$ cat src/rtl/evt_link_rx_pkg.sv
package evt_link_rx_pkg;
   typedef enum logic [1:0] {
      RX_IDLE  = 2'd0,
      RX_ACKED = 2'd1,
      RX_NULL  = 2'd2
   } rx_state_e;
endpackage

$ cat src/rtl/evt_rx_sync.sv
module evt_rx_sync #(
   parameter int WIDTH  = 8,
   parameter int STAGES = 2
) (
   input  logic             clk_i,
   input  logic             rst_ni,
   input  logic [WIDTH-1:0] d_i,
   output logic [WIDTH-1:0] q_o
);
   logic [STAGES-1:0][WIDTH-1:0] chain_q;

   always_ff @(posedge clk_i or negedge rst_ni) begin
      if (!rst_ni) chain_q[0] <= '0;
      else         chain_q[0] <= d_i;
   end

   for (genvar s = 1; s < STAGES; s++) begin : g_stage
      always_ff @(posedge clk_i or negedge rst_ni) begin
         if (!rst_ni) chain_q[s] <= '0;
         else         chain_q[s] <= chain_q[s-1];
      end
   end

   assign q_o = chain_q[STAGES-1];
endmodule

$ cat src/rtl/evt_rx_decode.sv
module evt_rx_decode #(
   parameter int ADDR_W = 6,
   localparam int NODES = 2 ** ADDR_W
) (
   input  logic              en_i,
   input  logic [ADDR_W-1:0] addr_i,
   output logic [NODES-1:0]  line_o,
   output logic              hit_o
);
   // node 0 is the null address and never gets a line
   assign line_o[0] = 1'b0;

   for (genvar n = 1; n < NODES; n++) begin : g_line
      assign line_o[n] = en_i && (addr_i == ADDR_W'(n));
   end

   // wired-OR of all decoded lines drives the acknowledge request
   assign hit_o = |line_o;
endmodule

$ cat src/rtl/evt_rx_seq.sv
module evt_rx_seq
   import evt_link_rx_pkg::*;
#(
   parameter int NODES       = 64,
   parameter int QUAL_CYCLES = 2,
   localparam int CW         = $clog2(QUAL_CYCLES + 1)
) (
   input  logic             clk_i,
   input  logic             rst_ni,
   input  logic             req_s_i,
   input  logic             valid_s_i,
   input  logic             hit_i,
   input  logic [NODES-1:0] line_i,
   output logic             take_o,
   output logic             ack_o,
   output logic [NODES-1:0] strobe_o,
   output logic             err_o
);
   rx_state_e     st_q;
   logic [CW-1:0] qual_q;
   logic          qual_done;
   logic          busy_req;

   assign busy_req  = req_s_i && valid_s_i;
   assign qual_done = (qual_q == CW'(QUAL_CYCLES - 1));
   assign take_o    = (st_q == RX_IDLE) && busy_req && qual_done;

   always_ff @(posedge clk_i or negedge rst_ni) begin
      if (!rst_ni) begin
         st_q     <= RX_IDLE;
         qual_q   <= '0;
         ack_o    <= 1'b0;
         strobe_o <= '0;
         err_o    <= 1'b0;
      end else begin
         strobe_o <= '0;
         err_o    <= valid_s_i && !req_s_i;
         unique case (st_q)
            RX_IDLE: begin
               if (busy_req) begin
                  if (qual_done) begin
                     qual_q <= '0;
                     if (hit_i) begin
                        st_q     <= RX_ACKED;
                        ack_o    <= 1'b1;
                        strobe_o <= line_i;
                     end else begin
                        st_q <= RX_NULL;
                     end
                  end else begin
                     qual_q <= qual_q + 1'b1;
                  end
               end else begin
                  qual_q <= '0;
               end
            end
            RX_ACKED: begin
               if (!req_s_i) begin
                  st_q  <= RX_IDLE;
                  ack_o <= 1'b0;
               end
            end
            RX_NULL: begin
               if (!valid_s_i || !req_s_i) st_q <= RX_IDLE;
            end
            default: st_q <= RX_IDLE;
         endcase
      end
   end
endmodule

$ cat src/rtl/evt_link_rx.sv
module evt_link_rx #(
   parameter int ADDR_W      = 6,
   parameter int SYNC_STAGES = 2,
   parameter int QUAL_CYCLES = 2,
   localparam int NODES      = 2 ** ADDR_W,
   localparam int SW         = ADDR_W + 2
) (
   input  logic              clk_i,
   input  logic              rst_ni,
   input  logic              evt_req_n,
   input  logic              evt_valid,
   input  logic [ADDR_W-1:0] evt_addr,
   output logic              evt_ack,
   output logic [NODES-1:0]  node_strobe,
   output logic              proto_err
);
   if (ADDR_W < 1 || ADDR_W > 10) begin : g_bad_addr_w
      $error("evt_link_rx: ADDR_W out of range");
   end
   if (SYNC_STAGES < 2) begin : g_bad_sync
      $error("evt_link_rx: SYNC_STAGES must be at least 2");
   end
   if (QUAL_CYCLES < 1 || QUAL_CYCLES > 15) begin : g_bad_qual
      $error("evt_link_rx: QUAL_CYCLES out of range");
   end

   logic [SW-1:0]     raw_bus, sync_bus;
   logic              req_s, valid_s;
   logic [ADDR_W-1:0] addr_s;
   logic              take, hit;
   logic [NODES-1:0]  lines;

   // request is inverted to active-high before it crosses
   assign raw_bus = {~evt_req_n, evt_valid, evt_addr};

   evt_rx_sync #(.WIDTH(SW), .STAGES(SYNC_STAGES)) u_sync (
      .clk_i  (clk_i),
      .rst_ni (rst_ni),
      .d_i    (raw_bus),
      .q_o    (sync_bus)
   );

   assign req_s   = sync_bus[SW-1];
   assign valid_s = sync_bus[SW-2];
   assign addr_s  = sync_bus[ADDR_W-1:0];

   evt_rx_decode #(.ADDR_W(ADDR_W)) u_dec (
      .en_i   (take),
      .addr_i (addr_s),
      .line_o (lines),
      .hit_o  (hit)
   );

   evt_rx_seq #(.NODES(NODES), .QUAL_CYCLES(QUAL_CYCLES)) u_seq (
      .clk_i     (clk_i),
      .rst_ni    (rst_ni),
      .req_s_i   (req_s),
      .valid_s_i (valid_s),
      .hit_i     (hit),
      .line_i    (lines),
      .take_o    (take),
      .ack_o     (evt_ack),
      .strobe_o  (node_strobe),
      .err_o     (proto_err)
   );
endmodule

$ cat config.mk
export PLATFORM = sky130hd
export DESIGN_NAME = evt_link_rx
export DESIGN_NICKNAME = d
export VERILOG_FILES = /design/src/rtl/evt_link_rx_pkg.sv /design/src/rtl/evt_rx_sync.sv /design/src/rtl/evt_rx_decode.sv /design/src/rtl/evt_rx_seq.sv /design/src/rtl/evt_link_rx.sv
export SDC_FILE = /design/constraint.sdc
export NUM_CORES = 1
export LEC_CHECK = 0
export BUFFER_PORTS_ARGS = -buffer_cell sky130_fd_sc_hd__buf_4
export CAP_MARGIN = 20
export CORE_MARGIN = 2
export CORE_UTILIZATION = 55
export CTS_BUF_LIST = sky130_fd_sc_hd__clkbuf_8 sky130_fd_sc_hd__clkbuf_16
export DETAILED_ROUTE_END_ITERATION = 10
export PLACE_DENSITY_LB_ADDON = 0.1
export SKIP_LAST_GASP = 1
export SLEW_MARGIN = 20
export SYNTH_ARGS = -nofsm -noshare
export SYNTH_HDL_FRONTEND = slang
export SYNTH_HIERARCHICAL = 1
export SYNTH_SLANG_ARGS = --single-unit
$ cat constraint.sdc
create_clock -name clk_i -period 3 [get_ports clk_i]
set_input_delay 0.15 -clock clk_i [delete_from_list [all_inputs] [get_ports clk_i]]
set_output_delay 0.15 -clock clk_i [all_outputs]
set_load 0.05 [all_outputs]
Word-level counts from Yosys, hierarchy flattened
Index checks and enable logic that the tools add are counted.
- register bits after elaboration: 86
- output and inout port bits: 66
- word-level logic and storage cells: 172
- add/subtract/negate cells: 1
- equal/unequal tests: 71
- mux-type cells: 17
- bitwise operators: 1
- reductions and logical operators: 75
- operator list (kind ; count):
    $mux 64 ; 4
    $eq 6x6->1 const B ; 32
    $eq 6x5->1 const B ; 16
    $logic_and 1x1->1 ; 67
    $reduce_or 63->1 ; 1
    $eq 6x4->1 const B ; 8
    $eq 6x3->1 const B ; 4
    $mux 2 ; 7
    $eq 6x2->1 const B ; 2
    $eq 6x1->1 const B ; 1
    $ne 2x1->1 const B ; 3
    $pmux 2 s3 ; 1
    $reduce_and 5->1 ; 1
    $eq 2x1->1 const B ; 2
    $mux 1 ; 4
    $ne 2x2->1 const B ; 2
    $reduce_and 4->1 ; 1
    $add 2x1->2 const B ; 1
    $eq 2x2->1 const B ; 1
    $logic_not 1->1 ; 2
    $logic_not 2->1 ; 1
    $pmux 1 s2 ; 1
    $reduce_bool 2->1 ; 1
    $logic_or 1x1->1 ; 1
    $not 1->1 ; 1

Longest topological paths before layout
- word-level depth: 9
- mapped depth: 14
- mapped depth without buffers: 9

Modules after synthesis
The synthesis kept the hierarchy.
- by module, submodules not included (module ; times used ; cells an instance ; area an instance (um^2) ; sequential area each (um^2)):
    evt_rx_seq ; 1 ; 230 ; 2676.3 ; 1751.7
    evt_rx_decode ; 1 ; 158 ; 807.0 ; 0.0
    evt_rx_sync ; 1 ; 24 ; 460.4 ; 400.4
    evt_link_rx ; 1 ; 1 ; 3.8 ; 0.0

Worst setup path after synthesis
OpenSTA, ideal clock, no wires.
- path kind: register -> register
- start point: register u_seq.st_q[1]
- end point: register u_seq.strobe_o[17]
- library setup time: 0.080 ns
- arrival time: 2.327 ns
- path slack: 0.592 ns
- stages on the path, launching flop included: 14
- buffers on the path: 5
- period minus slack after synthesis: 2.408 ns
- cell sequence: dfrtp_1 -> nand4bb_1 -> buf_6 -> nor3b_1 -> buf_2 -> nand3b_1 -> buf_2 -> o221ai_1 -> a31oi_1 -> nand4_1 -> nand3b_1 -> buf_2 -> buf_2 -> nor3_2
- word-level cells in the longest chain between the ends: 9
- elaborated cells on any way between the ends: 71
- classes of those cells: mux: 4; reduce/logical: 67
- ends and longest elaborated chain (what ; line ; RTL):
    from (decl) ; evt_rx_seq.sv:19 ; rx_state_e st_q;
    from (signal assigned) ; evt_rx_seq.sv:30 ; st_q <= RX_IDLE;
    from (signal assigned) ; evt_rx_seq.sv:44 ; st_q <= RX_ACKED;
    from (signal assigned) ; evt_rx_seq.sv:48 ; st_q <= RX_NULL;
    $logic_not 2->1 (*) ; evt_rx_seq.sv:26 ; assign take_o = (st_q == RX_IDLE) && busy_req && qual_done;
    $logic_and 1x1->1 (*) (2 in series) ; evt_rx_seq.sv:26 ;
    via take ; evt_link_rx.sv:30 ; logic take, hit;
    $logic_and 1x1->1 ; evt_rx_decode.sv:14 ; assign line_o[n] = en_i && (addr_i == ADDR_W'(n));
    $reduce_or 63->1 (*) ; evt_rx_decode.sv:18 ; assign hit_o = |line_o;
    via hit ; evt_link_rx.sv:30 ;
    $mux 64 (*) ; evt_rx_seq.sv:43 ; if (hit_i) begin
    $mux 64 (*) ; evt_rx_seq.sv:41 ; if (qual_done) begin
    $mux 64 (*) ; evt_rx_seq.sv:40 ; if (busy_req) begin
    $mux 64 (*) ; evt_rx_seq.sv:38 ; unique case (st_q)
    to (signal assigned) ; evt_rx_seq.sv:46 ; strobe_o <= line_i;
    to (decl) ; evt_rx_seq.sv:16 ; output logic [NODES-1:0] strobe_o,
The timed path passes the listed nets; every way through them passes the cells marked *.
A chain may end at the register's enable or synchronous reset.

Final worst setup path
- start point: register u_sync.chain_q, in the netlist u_sync/q_o[0]
- end point: register u_seq.ack_o
- word-level cells in the longest chain between the ends: 5
- elaborated cells on any way between the ends: 129
- classes of those cells: eq/ne: 64; reduce/logical: 65
- ends and longest elaborated chain (what ; line ; RTL):
    from (decl) ; evt_rx_sync.sv:10 ; logic [STAGES-1:0][WIDTH-1:0] chain_q;
    from (signal, indexed assignment) ; evt_rx_sync.sv:20 ; else chain_q[s] <= chain_q[s-1];
    $eq 6x1->1 (tied with other cells) ; evt_rx_decode.sv:14 ;
    $logic_and 1x1->1 ; evt_rx_decode.sv:14 ;
    $reduce_or 63->1 (*) ; evt_rx_decode.sv:18 ;
    via hit ; evt_link_rx.sv:30 ;
    $ne 2x2->1 (no source line) (*) ; - ;
    $reduce_and 5->1 (no source line) (*) ; - ;
    to (signal assigned) ; evt_rx_seq.sv:32 ; ack_o <= 1'b0;
    to (signal assigned) ; evt_rx_seq.sv:45 ; ack_o <= 1'b1;
    to (signal assigned) ; evt_rx_seq.sv:60 ; ack_o <= 1'b0;
    to (decl) ; evt_rx_seq.sv:15 ; output logic ack_o,
Marked as above.

==> out/qor.csv <==
stage,metric,value,unit
run_status,status,finished clean,
timing,drv_slew,0,
finish,multi_input_area,0.001291,sq mm
timing,min_period,2.521,ns
global_routing,grt_first_pass_wirelength,12660,um
finish,stdcell_count,576,
yosys,netlist_top_cells_area,"dfrtp_1, nor3_2, inv_1",
clocking,clock-sinks,86,
clocking,clockBufferDepth,2,
global_routing,grt_usage,21.51,%
routing,routed_via_density,4.938,
finish,num_antenna_cells,0,
worst_setup_path,cpMaxStageDelayCell,dfrtp_1,
yosys,yosysTopAreaCell,dfrtp_1,
worst_setup_path,cp.arrival,2.73,ns
floorplan,core-area,0.006869,sq mm
yosys,synth_commonest_cells,"dfrtp_1, inv_1, nor2_1",
routing,drt_iter0_drc,197,
worst_setup_path,path_cells,and2b_1 > nand3_1 > a21oi_1 > nor3_1 > nand4_1 > nand3b_1 > buf_12 > o22ai_1,
floorplan,die_area,0.007871,sq mm
timing,max_freq,396.7,MHz
yosys,async_flop_share,100.0,%
worst_setup_path,crit_required,3.21,ns
routing,antenna_left,0,
routing,avgRoutedWirePerCell,13.71,um
timing,fin_crit_sh,84.02,%
clocking,hold_buffers,9,
power_and_ir_drop,p_int,1654,uW
power_and_ir_drop,swShare,24.24,%
clocking,cts_tree,done,
timing,hold_viol,0,
floorplan,die_width,88.72,um
clocking,cts_root_buffer,clkbuf_8,
worst_setup_path,cp_max_fo,65,
yosys,synthCells,413,
routing,num_vias,2844,
floorplan,rows,30,
floorplan,initial_utilization,57.47,%
routing,drc,0,
yosys,synth_nets,423,
timing,worst_clock_skew,0.007872,ns
worst_setup_path,rrSetupSlack,0.48,ns
yosys,synth_most_common_cell,dfrtp_1,
placed_design,place_hpwl,5006,um
yosys,yosys_warnings,6,
power_and_ir_drop,p_switching,529.2,uW
global_routing,grt_max_degree,87,
yosys,synth_area,0.003948,sq mm
routing,detail_route.wirelength,7899,um
power_and_ir_drop,cellPowerDensity,460.1,mW/mm^2
worst_setup_path,slowest_delay,0.68,ns
timing,worst_pin_slew,0.8118,ns
clocking,post_cts_buffers,0,
worst_setup_path,cp-end-kind,flip-flop,
global_routing,grt_pass1_vias,2517,
yosys,synth_edf_count,0,
worst_setup_path,worstSetupPathType,reg -> reg,
finish,seq_area,0.002152,sq mm
yosys,synth_top_area_share,54.52,%
floorplan,die_h,88.72,um
routing,dr.pass1.iters,5,
clocking,clock_latency,0.35,ns
yosys,synthDistinctLibCells,49,
finish,syn2layout_area_growth,20.22,%
placed_design,gp_congestion,0.8686,
power_and_ir_drop,ir_drop,0.3338,mV
power_and_ir_drop,comb_power_share,7.1,%
power_and_ir_drop,p_clk_share,37.8,%
timing,finalSetupViolCount,0,
worst_setup_path,cp-start-kind,flip-flop,
yosys,synth_ff_type,dfrtp_1,
clocking,cts_max_level,3,
timing,finalSetupTns,0,ns
clocking,clk_pin_slew,0.08,ns
floorplan,ioPinCount,76,
global_routing,antenna_found_initial,0,
yosys,yosysSeqAreaShare,54.52,%
job,cap_viol_max_count,0,
finish,n_fill_cell,579,
placed_design,io_buffers,75,
global_routing,overflow,0,
finish,drive_gt1_share,27.71,%
yosys,syn_area_per_cell,9.558,sq um
power_and_ir_drop,p_seq_share,55.1,%
finish,fin_nets,485,
yosys,ys_ff_latch,86,
worst_hold_path,hold_path_class,reg -> reg,
power_and_ir_drop,p_leak,0.001962,uW
timing,grt_setup_unrepaired,false,
placed_design,placed_cells,551,
clocking,cts_resized,0,
timing,slew_headroom,45.88,%
clocking,cts_buffers,9,
==> cells by family (layout without fill, tap and decap cells) <==
kind of cell	after synthesis	after routing	share of synthesized area [%]
adder cells (fa/ha/maj)	1	1	0.2536
flip-flops	86	86	54.52
AO/OA/AOI/OAI	27	27	4.723
other	1	1	0.09500
buffers and inverters	108	175	13.19
AND/OR/NAND/NOR	187	187	26.56
XOR/XNOR	3	3	0.6657
==> layout by cell type (no fill, tap or decap), drive strengths merged, types with 2 or more instances in the layout <==
cell | netlist | final
nand3 | 9 | 9
a21oi | 4 | 4
and2b | 2 | 2
a31oi | 3 | 3
nor3b | 3 | 3
nor2b | 5 | 5
dlygate4sd3 | 0 | 9
o21bai | 2 | 2
o21ai | 6 | 6
nand2 | 16 | 16
nand3b | 4 | 4
clkbuf | 4 | 11
nand2b | 2 | 2
nor2 | 69 | 69
nand4 | 2 | 2
or2 | 2 | 2
clkinvlp | 0 | 2
inv | 69 | 71
nor3 | 68 | 68
dfrtp | 86 | 86
xor2 | 2 | 2
buf | 35 | 81
==> sequential cells by signal, summed over array words and instances, names as in the netlist <==
signal	cells
u_seq/st_q	2
u_sync/chain_q	8
u_seq/qual_q	2
u_seq/ack_o	1
u_sync/q_o	8
u_seq/strobe_o	64
u_seq/err_o	1
==> cell type report <==
type	count	share of cell area, %
Clock inverter	5	1.213
Timing Repair Buffer	90	15.05
Sequential cell	86	45.35
Multi-Input combinational cell	219	27.21
Tap cell	96	2.531
Clock buffer	11	3.190
Inverter	69	5.457
==> per-stage QoR <==
stage                     setup slack, ns  area (sq um)  hold WS (ns)  util (%)  power, uW
after detailed placement           0.5010          4443        0.2605     64.68       1372
after global placement             0.5337          4443        0.2601     64.68       1371
after global routing               0.2221          4746        0.3607     69.09       2278
after CTS                          0.4805          4742        0.3548     69.03       2209
after floorplan                    0.5924          3948       -0.1456         -       1331
final                              0.4793          4746        0.3516     69.09       2183
==> metal layers <==
metal	up-vias	global-route usage, %	part of all wire, %
li1	1406	-	-
met3	13	4.291	6.0
met5	-	0	0
met1	1324	30.81	44
met2	101	31.82	48
met4	0	9.642	1.8
==> worst paths after layout <==
path | from | to | cells after the start
max in group asynchronous | rst_ni | u_seq/st_q[1] | 2
min in group asynchronous | rst_ni | u_seq/strobe_o[19] | 2
setup / recovery | u_sync/q_o[0] | u_seq/ack_o | 8
setup reg to reg | u_sync/q_o[0] | u_seq/ack_o | 8
hold / removal | u_sync/chain_q[4] | u_sync/q_o[4] | 0
hold reg to reg | u_sync/chain_q[4] | u_sync/q_o[4] | 0
==> power by group through the flow <==
stage	clock network, uW	registers, uW	logic [uW]
after CTS	850	1200	155
final	826	1200	154
after global placement	0	1230	145
after global routing	900	1210	170
after floorplan	0	1220	109
after detailed placement	0	1230	146
==> worst max-delay path, delay by kind of cell (launching register included) <==
family	cells	cell delay [ns]
buf+inv	1	0.32
simple gates	5	1.13
flops	1	0.68
compound gates	2	0.23
No activity file was read; power rests on OpenSTA's default activity.
